File: src/rtl/sisr_pkg.sv
package sisr_pkg;
  function automatic int unsigned cnt_bits(input int unsigned limit);
    return (limit < 2) ? 1 : $clog2(limit + 1);
  endfunction
endpackage

File: src/rtl/sisr_stage.sv
module sisr_stage #(
  parameter bit TAP = 1'b0
) (
  input  logic clk_i,
  input  logic rst_ni,
  input  logic en_i,
  input  logic shift_i,
  input  logic fb_i,
  output logic q_o
);
  logic d;

  generate
    if (TAP) begin : g_tap
      assign d = shift_i ^ fb_i;
    end else begin : g_plain
      assign d = shift_i;
    end
  endgenerate

  always_ff @(posedge clk_i or negedge rst_ni) begin
    if (!rst_ni)   q_o <= 1'b0;
    else if (en_i) q_o <= d;
  end
endmodule

File: src/rtl/sisr_flush_cnt.sv
module sisr_flush_cnt #(
  parameter int unsigned WIDTH = 10
) (
  input  logic clk_i,
  input  logic rst_ni,
  input  logic en_i,
  output logic done_o
);
  localparam int unsigned CW = sisr_pkg::cnt_bits(WIDTH);
  localparam logic [CW-1:0] LIMIT = CW'(WIDTH);

  logic [CW-1:0] cnt;

  // saturates once the initial state has been flushed out
  always_ff @(posedge clk_i or negedge rst_ni) begin
    if (!rst_ni)                    cnt <= '0;
    else if (en_i && cnt != LIMIT)  cnt <= cnt + 1'b1;
  end

  assign done_o = (cnt == LIMIT);

  assert_cnt_range_R4: assert property (@(posedge clk_i) disable iff (!rst_ni)
    cnt <= LIMIT);
  assert_cnt_step_R4: assert property (@(posedge clk_i) disable iff (!rst_ni)
    (en_i && !done_o) |=> (cnt == $past(cnt) + 1'b1));
endmodule

File: src/rtl/sisr_divider.sv
module sisr_divider #(
  parameter int unsigned     WIDTH = 10,
  parameter logic [WIDTH-1:0] POLY = 10'h081
) (
  input  logic             clk_i,
  input  logic             rst_ni,
  input  logic             en_i,
  input  logic             data_i,
  output logic             quot_o,
  output logic             quot_vld_o,
  output logic [WIDTH-1:0] rem_o
);
  logic [WIDTH-1:0] stage_q;
  logic [WIDTH-1:0] shift_in;
  logic             fb;
  logic             flushed;

  assign fb = stage_q[WIDTH-1];

  generate
    for (genvar i = 0; i < WIDTH; i++) begin : g_stage
      if (i == 0) begin : g_first
        assign shift_in[i] = data_i;
      end else begin : g_next
        assign shift_in[i] = stage_q[i-1];
      end
      sisr_stage #(.TAP(POLY[i])) u_stage (
        .clk_i   (clk_i),
        .rst_ni  (rst_ni),
        .en_i    (en_i),
        .shift_i (shift_in[i]),
        .fb_i    (fb),
        .q_o     (stage_q[i])
      );
    end
  endgenerate

  sisr_flush_cnt #(.WIDTH(WIDTH)) u_flush (
    .clk_i  (clk_i),
    .rst_ni (rst_ni),
    .en_i   (en_i),
    .done_o (flushed)
  );

  assign quot_o     = fb;
  assign quot_vld_o = en_i & flushed;
  assign rem_o      = stage_q;

  always @(posedge clk_i) begin
    if (!rst_ni) begin
      assert_rst_clear_R1: assert (rem_o == '0 && !quot_vld_o);
    end
  end

  assert_hold_R2: assert property (@(posedge clk_i) disable iff (!rst_ni)
    !en_i |=> $stable(rem_o));
  assert_idle_novld_R2: assert property (@(posedge clk_i) disable iff (!rst_ni)
    !en_i |-> !quot_vld_o);
  assert_entry_bit_R3: assert property (@(posedge clk_i) disable iff (!rst_ni)
    en_i |=> (rem_o[0] == ($past(data_i) ^ ($past(quot_o) & POLY[0]))));
  assert_vld_sticky_R4: assert property (@(posedge clk_i) disable iff (!rst_ni)
    quot_vld_o |=> (!en_i || quot_vld_o));
  assert_flush_zero_R5: assert property (@(posedge clk_i) disable iff (!rst_ni)
    (en_i && !quot_vld_o) |-> !quot_o);
endmodule

File: config.mk
export PLATFORM = sky130hd
export DESIGN_NAME = sisr_divider
export DESIGN_NICKNAME = d
export VERILOG_FILES = /design/src/rtl/sisr_pkg.sv /design/src/rtl/sisr_stage.sv /design/src/rtl/sisr_flush_cnt.sv /design/src/rtl/sisr_divider.sv
export SDC_FILE = /design/constraint.sdc
export NUM_CORES = 1
export LEC_CHECK = 0
export ABC_AREA = 1
export CAP_MARGIN = 30
export CORE_MARGIN = 3
export CORE_UTILIZATION = 40
export CTS_CLUSTER_DIAMETER = 60
export DETAILED_ROUTE_END_ITERATION = 10
export PLACE_DENSITY = 0.66
export SYNTH_ARGS = -nofsm -noshare
export SYNTH_HDL_FRONTEND = slang
export SYNTH_SLANG_ARGS = --single-unit
File: constraint.sdc
create_clock -name clk_i -period 3.4 [get_ports clk_i]
set_clock_uncertainty 0.1 [all_clocks]
set_input_delay 0.68 -clock clk_i [delete_from_list [all_inputs] [get_ports clk_i]]
set_output_delay 0.68 -clock clk_i [all_outputs]
set_load 0.05 [all_outputs]
# Yosys cells after proc, flatten, opt, wreduce, memory -nomap -nowiden
# Cells that the tools add are included.
# totals
reg_bits	14
output_inout_bits	12
wordCells	18
# classes
add_sub_neg	1
eq_ne	2
bitwise_logic	3
reduce_logical	1
# op_table
op	n
$add 4x1->4 const B	1
$eq 4x4->1 const B	1
$ne 4x4->1 const B	1
$xor 1x1->1	2
$and 1x1->1	1
$logic_and 1x1->1	1

# Depth between registers and ports, before layout
# depth
depth_word	2
ltp_mapped	6
depth_no_buf	6

# Modules after synthesis
# Synthesis repeated with hierarchy kept, for this count alone.
# unflattened
hier_cells	90
area_unflattened_um2	681.9
# modules_own_cells
module	n_inst	cells_per_inst	area_per_inst_um2	seq_area_each_um2
sisr_stage (g_stage[1].u_stage ...)	8	5	40.0	25.0
sisr_flush_cnt	1	29	234.0	100.1
sisr_stage (g_stage[0].u_stage ...)	2	9	56.3	25.0
sisr_divider	1	3	15.0	0.0

# Worst setup path after synthesis
# No wires, ideal clock.
# synth_path
path_kind	input -> output
startpoint	in en_i
endpoint	out quot_vld_o
arrival_time_ns	1.243
path_slack_ns	1.377
stages	3
n_path_buf	1
path_cell_list	buf_4 -> nand4_1 -> inv_1
# synth_between
elab_chain_cells	1
# synth_lines
element	line_no	source
start, declared	sisr_divider.sv:7	input logic en_i,
$and 1x1->1	sisr_divider.sv:46	assign quot_vld_o = en_i & flushed;
end, declared	sisr_divider.sv:10	output logic quot_vld_o,
# Every way passes these cells.

# Final worst setup path
# Ends and elaborated chain as after synthesis.

==> results.md <==
* Layout cells sized above 1 at 8.51%
* Hold_sp: g_stage[1].u_stage.q_o
* Growth of design area from synthesis to finish at 17.3%
* Worst r2r path cells at 6
* Mapped Area at 708 µm²
* Wire length per cell at approximately 10 µm
* Worst-Margin Slew at 0.615 ns
* Max VDD drop at 0.291 mV
* DRC viols at 0
* Number of global-route vias before repair at 464
* Count of nets after finishing at between 100 and 150
* Clock sinks at 14
* Num CTS Buffers at 3
* RSZ-0062 raised after global routing: no
* Core ar. at 1580 µm²
* CP Data Required Time at between 2 and 3 ns
* TNS Setup at 0 ns
* Site row count at 14
* Worst Setup SP: en_i
* Yosys synthesis warning count at 0
* Final Hold Vio Count at 0
* CTS hold repair buffers at 0
* Worst setup EP type: primary output
* Max-slew violations at 0
* Crit path DAT at 1.75 ns
* Initial antenna violation count at 0
* Skew-Pair Late Insertion Delay at 0.27 ns
* Io pins at 16
* # Post-CTS Setup Buffers at 0
* Critical path's slowest cell: clkdlybuf4s50_1
* Synth Net Count at 93
* Crit path max fanout at 20
* Max_cap viols at 0
* Cell variety after synth at 14
* Die ar. at 2310 µm²
* Synth cell count leaders: nand2_1 (31), dfrtp_1 (14), buf_4 (11)
* Slew headroom at 58.8%
* Post-synth EDFFs at 0
* HPWL Detailed at approximately 800 µm
* Starting Density at 44.9%
* First-pass GRT wire length at 1890 µm
* Root buf cell: clkbuf_4
* Finished Layout Cells at 110
* Grt ovf at 0
* Power Total at just over 0.0006 W
* Die width at around 48 µm
* Area share of the largest cell type after synthesis at between 40 and 50%
* Synth area leader: dfrtp_1
* Final worst-path cycle share at 74.4%
* Mean Syn Cell Area at 8.14 µm²
* Worst-path clk slew at approximately 0.070 ns
* Syn Inst Count at 87
* Clock Path Buffers at 2
* Antenna cell count at 0
* Placed instance count at 107
* Htree depth at 1
* Hold Path Class: reg -> reg
* Yosys reg bits at 14
* FF+latch area at roughly 350 µm²
* Setup Crit Path Kind: in -> out
* DR vias at 514
* Via density at 4.67
* Pwr Density at 728 nW/µm²
* Leakage at 0.428 nW
* Synth top area cells: dfrtp_1 (49%), nand2_1 (16%), buf_4 (12%), inv_1 (5.3%), nand3_1 (4.2%)
* Worst setup SP type: input port
* CTS tree: yes
* Seq/Total Area, Yosys at 49.5%
* Fillers at 157
* Post-route ant nets at 0
* DR pass1 iterations at 4
* WHS Path Cells at 2
* Tmin final at 2.53 ns
* Die height at 48.1 µm
* Gr usage total at 12.0%
* Count leader, synth: nand2_1
* Setup-failing EPs final at 0
* Max Fclk at 395 MHz
* WL final at 1100 µm
* I/O Buffers at 15
* Post_cts resized at 0
* Placer congestion estimate at between 0.7 and 0.8
* Pin count of the biggest net entering global routing at 21
* Area of the multi-input gates at 229 µm²
* Async set or reset register ratio after synthesis at between 90% and 100%
* Top FF cell, synth: dfrtp_1
* CP Cell Sequence: clkdlybuf4s50_1, buf_4, nand4_1, inv_1, buf_12
* Initial DRC Count at 7
* Peak per-stage delay on the critical path at 0.45 ns
* Outcome: finished, final reports clean
* RR Startpoint: u_flush.cnt[0]
## placed cells by master, fill, tap and decap left out
cell             Yosys  layout
nand4_1              1       1
ha_1                 2       2
nor2_1               1       1
o21ai_0              4       4
o21ai_1              3       3
nand2_2              1       1
buf_12               0       1
nand2_1             31      31
buf_4               11       1
dfrtp_1             14      14
nand3_1              6       6
inv_2                1       1
clkbuf_4             0       3
or2_2                1       1
inv_1               10      10
clkdlybuf4s50_1      0      14
## final cells by class
class / count / area share, %
Clock buffer: 3 / 2.71
Inverter: 11 / 4.97
Multi-Input combinational cell: 50 / 27.6
Sequential cell: 14 / 42.2
Tap cell: 16 / 2.41
Timing Repair Buffer: 16 / 20.2
## where the power goes
| group | switching [W] | internal, W | total, W |
|---|---|---|---|
| Clock | 0.0000489 | 0.0000409 | 0.0000898 |
| Combinational | 0.000172 | 0.0000926 | 0.000264 |
| Sequential | 0.0000394 | 0.000212 | 0.000251 |
## registers in the layout, indices dropped and copies added, names as in the netlist
signal / count
g_stage.u_stage.q_o: 10
u_flush.cnt: 4
## critical path: cells and delay by family
kind                   cells  cell delay, ns
buffers and inverters      4            0.93
AND/OR/NAND/NOR            1            0.14
## metrics by stage
step,cell area (µm²),utilization (%),hold slack (ns),setup WS (ns)
after floorplan,708,-,0.284,1.38
after global placement,808,51.3,0.384,0.890
after detailed placement,808,51.3,0.385,0.873
after CTS,831,52.7,0.406,0.873
after global routing,831,52.7,0.450,0.794
final,831,52.7,0.404,0.870
## path summary, 6_finish.rpt
check / slack [ns] / end
setup reg to reg: 2.19 / u_flush.cnt[0]
setup / recovery: 0.87 / quot_vld_o
hold / removal: 0.40 / g_stage[1].u_stage.q_o
hold reg to reg: 0.40 / g_stage[1].u_stage.q_o
min in group asynchronous: 0.69 / u_flush.cnt[0]
max in group asynchronous: 2.11 / g_stage[1].u_stage.q_o
## per-layer routing
| metal | routed length (µm) | vias up | global-route usage (%) |
|---|---|---|---|
| met4 | 14 | 0 | 6.45 |
| met2 | 465 | 12 | 17.7 |
| met3 | 48 | 2 | 3.38 |
| li1 | - | 270 | - |
| met5 | 0 | - | 0 |
| met1 | 567 | 230 | 15.8 |
## logic make-up (layout without fill, tap and decap cells)
| group | Yosys count | count (layout) | share of synthesized area [%] |
|---|---|---|---|
| adders and majority gates | 2 | 2 | 3.53 |
| buffers and inverters | 23 | 30 | 18.2 |
| AOI/OAI and AO/OA | 7 | 7 | 4.95 |
| DFF | 14 | 14 | 49.5 |
| and+or+nand+nor | 41 | 41 | 23.9 |
(Power assumes the default switching activity.)
